### config.mk
export PLATFORM = sky130hd
export DESIGN_NAME = usb_phy_pwrup_seq
export DESIGN_NICKNAME = d
export VERILOG_FILES = /design/src/rtl/upseq_pkg.sv /design/src/rtl/upseq_settle_timer.sv /design/src/rtl/upseq_reg_rmw.sv /design/src/rtl/usb_phy_pwrup_seq.sv
export SDC_FILE = /design/constraint.sdc
export NUM_CORES = 1
export LEC_CHECK = 0
export CAP_MARGIN = 10
export CORE_UTILIZATION = 36
export DETAILED_ROUTE_END_ITERATION = 8
export PLACE_DENSITY_LB_ADDON = 0.1
export SYNTH_ARGS = -nofsm -noshare
export SYNTH_HDL_FRONTEND = slang
export SYNTH_SLANG_ARGS = --single-unit
### constraint.sdc
create_clock -name clk -period 2.8 [get_ports clk]
set_input_delay 0.56 -clock clk [delete_from_list [all_inputs] [get_ports clk]]
set_output_delay 0.56 -clock clk [all_outputs]
set_load 0.1 [all_outputs]
### src/rtl/upseq_pkg.sv
package upseq_pkg;

  typedef enum logic [4:0] {
    ST_IDLE, ST_CLKSEL, ST_IDDQ, ST_TPD, ST_PHYREL, ST_WAIT1, ST_PWRSTB,
    ST_MUXCFG, ST_SSC, ST_CTLREL, ST_WAIT2, ST_VBUS, ST_WAIT3, ST_RMW,
    ST_DONE, ST_ERR, ST_SD_RST, ST_SD_CLK
  } seq_state_t;

  typedef enum logic [1:0] {
    RM_IDLE, RM_READ, RM_WRITE
  } rmw_state_t;

endpackage

### src/rtl/upseq_settle_timer.sv
module upseq_settle_timer #(
  parameter int unsigned CYCLES = 100
) (
  input  logic clk,
  input  logic rst,
  input  logic go,
  output logic expired
);
  localparam int unsigned TW = (CYCLES > 1) ? $clog2(CYCLES) : 1;

  logic [TW-1:0] cnt;
  logic          run;

  always_ff @(posedge clk) begin
    if (rst) begin
      run <= 1'b0;
      cnt <= '0;
    end else if (go) begin
      run <= 1'b1;
      cnt <= TW'(CYCLES - 1);
    end else if (run) begin
      if (cnt == '0) run <= 1'b0;
      else           cnt <= cnt - 1'b1;
    end
  end

  assign expired = run && (cnt == '0);

  AST_TMR_NO_EARLY_END: assert property (@(posedge clk) disable iff (rst)
    (run && cnt != '0 && !go) |=> run);

endmodule

### src/rtl/upseq_reg_rmw.sv
module upseq_reg_rmw
  import upseq_pkg::*;
#(
  parameter int unsigned AW       = 16,
  parameter int unsigned DW       = 16,
  parameter int unsigned REG_ADDR = 15,
  parameter int unsigned EN_BIT   = 9,
  parameter int unsigned LVL_LSB  = 6,
  parameter int unsigned LVL_W    = 3,
  parameter int unsigned LVL      = 5,
  parameter int unsigned TRIES    = 3
) (
  input  logic          clk,
  input  logic          rst,
  input  logic          go,
  output logic          bus_req_o,
  output logic          bus_we_o,
  output logic [AW-1:0] bus_addr_o,
  output logic [DW-1:0] bus_wdata_o,
  input  logic [DW-1:0] bus_rdata_i,
  input  logic          bus_ack_i,
  input  logic          bus_timeout_i,
  input  logic          bus_err_i,
  output logic          ok_o,
  output logic          fail_o
);
  localparam int unsigned TCW = $clog2(TRIES + 1);
  localparam logic [DW-1:0] SET_MASK =
    (DW'(1) << EN_BIT) | (DW'(LVL % (1 << LVL_W)) << LVL_LSB);

  rmw_state_t     st;
  logic [TCW-1:0] tries;

  always_ff @(posedge clk) begin
    if (rst) begin
      st          <= RM_IDLE;
      bus_req_o   <= 1'b0;
      bus_we_o    <= 1'b0;
      bus_addr_o  <= '0;
      bus_wdata_o <= '0;
      tries       <= '0;
      ok_o        <= 1'b0;
      fail_o      <= 1'b0;
    end else begin
      ok_o   <= 1'b0;
      fail_o <= 1'b0;
      case (st)
        RM_IDLE: if (go) begin
          st         <= RM_READ;
          bus_req_o  <= 1'b1;
          bus_we_o   <= 1'b0;
          bus_addr_o <= AW'(REG_ADDR);
          tries      <= TCW'(1);
        end
        RM_READ: begin
          if (bus_err_i) begin
            bus_req_o <= 1'b0;
            fail_o    <= 1'b1;
            st        <= RM_IDLE;
          end else if (bus_timeout_i) begin
            if (tries == TCW'(TRIES)) begin
              bus_req_o <= 1'b0;
              fail_o    <= 1'b1;
              st        <= RM_IDLE;
            end else begin
              tries <= tries + 1'b1;
            end
          end else if (bus_ack_i) begin
            bus_we_o    <= 1'b1;
            bus_wdata_o <= bus_rdata_i | SET_MASK;
            st          <= RM_WRITE;
          end
        end
        RM_WRITE: begin
          if (bus_err_i || bus_timeout_i) begin
            bus_req_o <= 1'b0;
            bus_we_o  <= 1'b0;
            fail_o    <= 1'b1;
            st        <= RM_IDLE;
          end else if (bus_ack_i) begin
            bus_req_o <= 1'b0;
            bus_we_o  <= 1'b0;
            ok_o      <= 1'b1;
            st        <= RM_IDLE;
          end
        end
        default: st <= RM_IDLE;
      endcase
    end
  end

  AST_REQ_HOLD: assert property (@(posedge clk) disable iff (rst)
    (bus_req_o && !(bus_ack_i || bus_timeout_i || bus_err_i)) |=>
      (bus_req_o && $stable(bus_we_o) && $stable(bus_addr_o) && $stable(bus_wdata_o)));
  AST_WR_MASK: assert property (@(posedge clk) disable iff (rst)
    (bus_req_o && bus_we_o) |-> ((bus_wdata_o & SET_MASK) == SET_MASK));
  AST_OK_FAIL_EXCL: assert property (@(posedge clk) disable iff (rst)
    !(ok_o && fail_o));

endmodule

### src/rtl/usb_phy_pwrup_seq.sv
module usb_phy_pwrup_seq
  import upseq_pkg::*;
#(
  parameter int unsigned CLK_HZ       = 250_000_000,
  parameter int unsigned WAIT_US      = 100,
  parameter int unsigned AW           = 16,
  parameter int unsigned DW           = 16,
  parameter int unsigned BOOST_ADDR   = 15,
  parameter int unsigned BOOST_EN_BIT = 9,
  parameter int unsigned BOOST_LSB    = 6,
  parameter int unsigned BOOST_W      = 3,
  parameter int unsigned BOOST_LVL    = 5,
  parameter int unsigned RD_TRIES     = 3
) (
  input  logic          clk,
  input  logic          rst,
  input  logic          start_i,
  input  logic          stop_i,
  input  logic          clk_src_pad_i,
  output logic          aux_rst_rel_o,
  output logic          ctl_rst_rel_o,
  output logic          u3phy_rst_rel_o,
  output logic          u2_por_rel_o,
  output logic          pad_clk_sel_o,
  output logic          pad_clk_gate_o,
  output logic          osc_en_o,
  output logic          osc_iso_off_o,
  output logic          u2_iddq_o,
  output logic          u3_testpd_o,
  output logic [2:0]    pwr_stable_o,
  output logic          mux_irq_clr_o,
  output logic [1:0]    mux_irq_en_o,
  output logic          mux_valid_o,
  output logic          mux_lowpwr_o,
  output logic [1:0]    mux_ovr_o,
  output logic          ssc_en_o,
  output logic [1:0]    vbus_force_o,
  output logic          bus_req_o,
  output logic          bus_we_o,
  output logic [AW-1:0] bus_addr_o,
  output logic [DW-1:0] bus_wdata_o,
  input  logic [DW-1:0] bus_rdata_i,
  input  logic          bus_ack_i,
  input  logic          bus_timeout_i,
  input  logic          bus_err_i,
  output logic          busy_o,
  output logic          done_o,
  output logic          err_o
);
  localparam int unsigned WAIT_CYC = (CLK_HZ / 1_000_000) * WAIT_US;
  localparam int unsigned AGW      = $clog2(WAIT_CYC + 2);

  seq_state_t state;
  logic       tmr_go, tmr_expired;
  logic       rmw_go, rmw_ok, rmw_fail;

  assign tmr_go = (state == ST_PHYREL) || (state == ST_CTLREL) || (state == ST_VBUS);
  assign rmw_go = (state == ST_WAIT3) && tmr_expired;

  upseq_settle_timer #(.CYCLES(WAIT_CYC)) u_timer (
    .clk(clk), .rst(rst), .go(tmr_go), .expired(tmr_expired)
  );

  upseq_reg_rmw #(
    .AW(AW), .DW(DW), .REG_ADDR(BOOST_ADDR), .EN_BIT(BOOST_EN_BIT),
    .LVL_LSB(BOOST_LSB), .LVL_W(BOOST_W), .LVL(BOOST_LVL), .TRIES(RD_TRIES)
  ) u_rmw (
    .clk(clk), .rst(rst), .go(rmw_go),
    .bus_req_o(bus_req_o), .bus_we_o(bus_we_o), .bus_addr_o(bus_addr_o),
    .bus_wdata_o(bus_wdata_o), .bus_rdata_i(bus_rdata_i), .bus_ack_i(bus_ack_i),
    .bus_timeout_i(bus_timeout_i), .bus_err_i(bus_err_i),
    .ok_o(rmw_ok), .fail_o(rmw_fail)
  );

  always_ff @(posedge clk) begin
    if (rst) begin
      state           <= ST_IDLE;
      aux_rst_rel_o   <= 1'b0;
      ctl_rst_rel_o   <= 1'b0;
      u3phy_rst_rel_o <= 1'b0;
      u2_por_rel_o    <= 1'b0;
      pad_clk_sel_o   <= 1'b0;
      pad_clk_gate_o  <= 1'b0;
      osc_en_o        <= 1'b0;
      osc_iso_off_o   <= 1'b0;
      u2_iddq_o       <= 1'b1;
      u3_testpd_o     <= 1'b1;
      pwr_stable_o    <= '0;
      mux_irq_clr_o   <= 1'b0;
      mux_irq_en_o    <= '0;
      mux_valid_o     <= 1'b0;
      mux_lowpwr_o    <= 1'b1;
      mux_ovr_o       <= '0;
      ssc_en_o        <= 1'b0;
      vbus_force_o    <= '0;
      busy_o          <= 1'b0;
      done_o          <= 1'b0;
      err_o           <= 1'b0;
    end else begin
      mux_irq_clr_o <= 1'b0;
      case (state)
        ST_IDLE, ST_DONE, ST_ERR: begin
          if (start_i) begin
            aux_rst_rel_o   <= 1'b0;
            ctl_rst_rel_o   <= 1'b0;
            u3phy_rst_rel_o <= 1'b0;
            u2_por_rel_o    <= 1'b0;
            busy_o          <= 1'b1;
            done_o          <= 1'b0;
            err_o           <= 1'b0;
            state           <= ST_CLKSEL;
          end else if (stop_i && state != ST_IDLE) begin
            busy_o <= 1'b1;
            done_o <= 1'b0;
            state  <= ST_SD_RST;
          end
        end
        ST_CLKSEL: begin
          if (clk_src_pad_i) begin
            pad_clk_sel_o  <= 1'b1;
            pad_clk_gate_o <= 1'b1;
          end else begin
            pad_clk_sel_o <= 1'b0;
            osc_iso_off_o <= 1'b1;
            osc_en_o      <= 1'b1;
          end
          state <= ST_IDDQ;
        end
        ST_IDDQ: begin
          u2_iddq_o <= 1'b0;
          state     <= ST_TPD;
        end
        ST_TPD: begin
          u3_testpd_o <= 1'b0;
          state       <= ST_PHYREL;
        end
        ST_PHYREL: begin
          u3phy_rst_rel_o <= 1'b1;
          u2_por_rel_o    <= 1'b1;
          state           <= ST_WAIT1;
        end
        ST_WAIT1: if (tmr_expired) state <= ST_PWRSTB;
        ST_PWRSTB: begin
          pwr_stable_o <= 3'b111;
          state        <= ST_MUXCFG;
        end
        ST_MUXCFG: begin
          mux_irq_clr_o <= 1'b1;
          mux_irq_en_o  <= 2'b11;
          mux_valid_o   <= 1'b1;
          mux_lowpwr_o  <= 1'b0;
          mux_ovr_o     <= 2'b11;
          state         <= ST_SSC;
        end
        ST_SSC: begin
          ssc_en_o <= 1'b1;
          state    <= ST_CTLREL;
        end
        ST_CTLREL: begin
          aux_rst_rel_o <= 1'b1;
          ctl_rst_rel_o <= 1'b1;
          state         <= ST_WAIT2;
        end
        ST_WAIT2: if (tmr_expired) state <= ST_VBUS;
        ST_VBUS: begin
          vbus_force_o <= 2'b11;
          state        <= ST_WAIT3;
        end
        ST_WAIT3: if (tmr_expired) state <= ST_RMW;
        ST_RMW: begin
          if (rmw_ok) begin
            done_o <= 1'b1;
            busy_o <= 1'b0;
            state  <= ST_DONE;
          end else if (rmw_fail) begin
            err_o  <= 1'b1;
            busy_o <= 1'b0;
            state  <= ST_ERR;
          end
        end
        ST_SD_RST: begin
          u3phy_rst_rel_o <= 1'b0;
          u2_por_rel_o    <= 1'b0;
          state           <= ST_SD_CLK;
        end
        ST_SD_CLK: begin
          if (pad_clk_sel_o) pad_clk_gate_o <= 1'b0;
          else               osc_en_o       <= 1'b0;
          busy_o <= 1'b0;
          state  <= ST_IDLE;
        end
        default: state <= ST_IDLE;
      endcase
    end
  end

  // Checker: cycles since the PHY resets were released (saturating)
  logic [AGW-1:0] rel_age;
  always_ff @(posedge clk) begin
    if (rst || !u3phy_rst_rel_o)          rel_age <= '0;
    else if (rel_age != AGW'(WAIT_CYC + 1)) rel_age <= rel_age + 1'b1;
  end

  AST_PWR_AFTER_WAIT: assert property (@(posedge clk) disable iff (rst)
    $rose(pwr_stable_o[0]) |-> (rel_age >= AGW'(WAIT_CYC)));
  AST_PWR_AFTER_PD_EXIT: assert property (@(posedge clk) disable iff (rst)
    $rose(pwr_stable_o[0]) |-> (!u2_iddq_o && !u3_testpd_o && u2_por_rel_o));
  AST_CTL_ORDER: assert property (@(posedge clk) disable iff (rst)
    $rose(ctl_rst_rel_o) |-> (u3phy_rst_rel_o && (&pwr_stable_o) && ssc_en_o && mux_valid_o));
  AST_VBUS_ORDER: assert property (@(posedge clk) disable iff (rst)
    $rose(vbus_force_o[0]) |-> (aux_rst_rel_o && ctl_rst_rel_o));
  AST_STATUS_EXCL: assert property (@(posedge clk) disable iff (rst)
    !(done_o && err_o) && !(busy_o && done_o));

endmodule

==> impl_metrics.tcl <==
set metrics [dict create \
    outcome "completed" \
    synthesis.area_sq_um 3050 \
    r2r_end "u_rmw.st[1]$_SDFFE_PP0P_" \
    yosys_warnings 0 \
    die_h_microns 94.0 \
    synth-seq-cells 61 \
    rsz0062_at_grt "false" \
    r2r_start "u_timer.cnt[0]$_SDFFE_PP0P_" \
    cts_resized 0 \
    root_buffer "clkbuf_8" \
    grt_max_degree 49 \
    cts_made_buffers 9 \
    postLayoutCellArea_sq_um 3730 \
    synth_edf_count 0 \
    drc 0 \
    routed_via_density 4.96 \
    max_freq_mhz 421 \
    clk_pin_slew_ns 0.07 \
    grt.total_usage 0.167 \
    post-cts-setup-buffers 0 \
    p_per_area_nw_per_um2 670 \
    drt-total-wl_mm 7.16 \
    top_level_ports 84 \
    start_util 0.371 \
    min_from "u3_testpd_o$_SDFFE_PP1P_" \
    dieArea_sq_um 8840 \
    worstSetupEndpointType "flop" \
    yosysSeqAreaShare 0.400 \
    cts_tree "done" \
    drive_gt1_frac 0.189 \
    max-vdd-ir-drop_v 0.000295 \
    portBuffers 68 \
    vias 2646 \
    required_ns 3.03 \
    wl_met3_microns 257 \
    synth_cell_type_count 64 \
    std_cell_rows 33 \
    clock_latency_ns 0.33 \
    timing.clock.skew_ns 0.00583 \
    place_congestion 0.761 \
    ff2ff_path_depth 7 \
    cp-start-kind "flop" \
    first_iter_violations 91 \
    ant_nets 0 \
    synth-main-ff-cell "dfxtp_1" \
    placed_cell_area_sq_um 3550 \
    crit_type "reg -> reg" \
    antenna_cells 0 \
    whs_path_depth 2 \
    timing.hold.ws_ns 0.444 \
    cts_hold_buf 0 \
    worstMarginPinSlew_ns 0.622 \
    wl_per_cell_microns 13.4 \
    nets 456 \
    hpwl_mm 4.81 \
    firstDrtPassIters 4 \
    routedLengthMet1_mm 3.53 \
    syn_to_final_growth_pct 22.3 \
    maxCapViolCount 0 \
    crit_fanout 10 \
    finalPower_w 0.00250 \
    core_sq_um 8220 \
    synth_cells 374 \
    setup_tns_ns 0 \
    synthArstFlopShare 0 \
    antenna_found_initial 0 \
    r2r_setup_slack_ns 0.42 \
    crit_arrival_ns 2.61 \
    grt_pass1_vias 2317 \
    syn_avg_cell_area_sq_um 8.15 \
    p_leak_nw 1.51 \
    slew_violations 0 \
    slew_headroom 0.581 \
    cts_buffer_depth 2 \
    cts.htree.levels 3 \
    highest_layer "met4" \
    route.met2.wl_mm 3.28 \
    gr-total-overflow 0 \
    finalHoldViolations 0 \
    hold_path_end "u3_testpd_o$_SDFFE_PP1P_" \
    grt_pass1_wl_mm 11.3 \
    holdCritPathClass "reg -> reg" \
    dieWidth_microns 94.0 \
    timing.final.crit_share 0.849 \
    clkSinkCount 61 \
    setup_viol 0 \
    fin_crit_ns 2.38 \
]
==> worst max-delay path: stages, from the launching register on <==
cell	delay [ns]
dfxtp_1	0.33
inv_1	0.13
ha_1	0.15
or2b_2	0.33
or2_0	0.42
o31ai_4	0.53
a211oi_1	0.14
a41o_2	0.24
==> kinds of logic after synthesis <==
group / Yosys count / synth area share
buffers and inverters: 60 / 0.108
other: 1 / 0.00123
adder cells (fa/ha/maj): 7 / 0.0287
multiplexers: 4 / 0.0135
XOR/XNOR: 14 / 0.0402
AND/OR/NAND/NOR: 150 / 0.236
AO/OA/AOI/OAI: 77 / 0.171
flip-flops: 61 / 0.400
==> routing by layer <==
metal | up-vias | GRT usage
li1 | 1350 | -
met1 | 1225 | 0.228
met2 | 63 | 0.252
met3 | 8 | 0.0307
met4 | 0 | 0.0769
met5 | - | 0
==> synthesized netlist by cell type, types with 6 or more instances <==
cell       n  share of area
ha_1       7          0.029
clkbuf_1  16          0.020
dfxtp_1   61           0.40
nor3_1    12          0.020
nand2_1   56          0.069
inv_1     14          0.017
nand3_1    7          0.011
nor2_1    33          0.041
buf_4     26          0.064
nor2b_1    9          0.018
xnor2_1   10          0.029
a21oi_1   38          0.062
nor4_1     6          0.012
==> state kept, by name, indices dropped and copies added, names as in the netlist, 2 cells and up <==
signal	count
u_timer.cnt	15
u_rmw.bus_wdata_o	14
state	5
u_rmw.st	2
u_rmw.tries	2
==> worst max path at each step <==
stage,startpoint,end,slack (ns),depth (start not counted)
floorplan,u_timer.cnt[0]$_SDFFE_PP0P_,u_timer.cnt[1]$_SDFFE_PP0P_,0.70,8
global placement,u_timer.cnt[0]$_SDFFE_PP0P_,u_rmw.bus_we_o$_SDFFE_PP0P_,0.44,7
detailed placement,u_timer.cnt[0]$_SDFFE_PP0P_,u_rmw.st[1]$_SDFFE_PP0P_,0.43,7
CTS,u_timer.cnt[0]$_SDFFE_PP0P_,u_rmw.bus_we_o$_SDFFE_PP0P_,0.40,7
global route,u_timer.cnt[0]$_SDFFE_PP0P_,u_rmw.bus_we_o$_SDFFE_PP0P_,0.26,7
finish,u_timer.cnt[0]$_SDFFE_PP0P_,u_rmw.st[1]$_SDFFE_PP0P_,0.42,7
==> metrics by stage <==
step | utilization | setup WS [ns] | cells
2_1_floorplan | - | 0.703 | 385
3_3_place_gp | 0.432 | 0.437 | 519
3_5_place_dp | 0.432 | 0.428 | 519
4_1_cts | 0.454 | 0.404 | 533
5_1_grt | 0.454 | 0.256 | 533
6_report | 0.454 | 0.423 | 533
==> cell type report <==
class / count / area (sq um)
fillers: 825 / 4490
multi-input cells: 264 / 1540
flip-flops and latches: 61 / 1220
repair buffers: 74 / 601
clock buffers: 12 / 145
well taps: 105 / 131
inverters: 15 / 56.3
clock inverters: 2 / 35.0
==> power by group <==
part	switching, W	internal, W
clock	0.000332	0.000425
sequential	0.0000610	0.000918
combinational	0.000538	0.000222
total	0.000932	0.00156
==> placed cells by master (no fill, tap or decap), types with 3 or more instances in the layout <==
cell type        netlist  final
and3_1                 3      3
ha_1                   7      7
a31oi_1                4      4
xor2_1                 4      4
inv_1                 14     14
nand4_1                5      5
clkbuf_8               0     10
nor4_1                 6      6
nand3_1                7      7
buf_4                 26     54
xnor2_1               10     10
nand2_1               56     56
nor3_1                12     12
clkdlybuf4s50_1        0     19
mux2i_1                3      3
or3_1                  3      3
a21oi_1               38     38
dfxtp_1               61     61
nor2b_1                9      9
a21o_1                 4      4
o21ai_0                5      5
nor2_1                33     33
conb_1                 1     12
(Power assumes the default switching activity.)
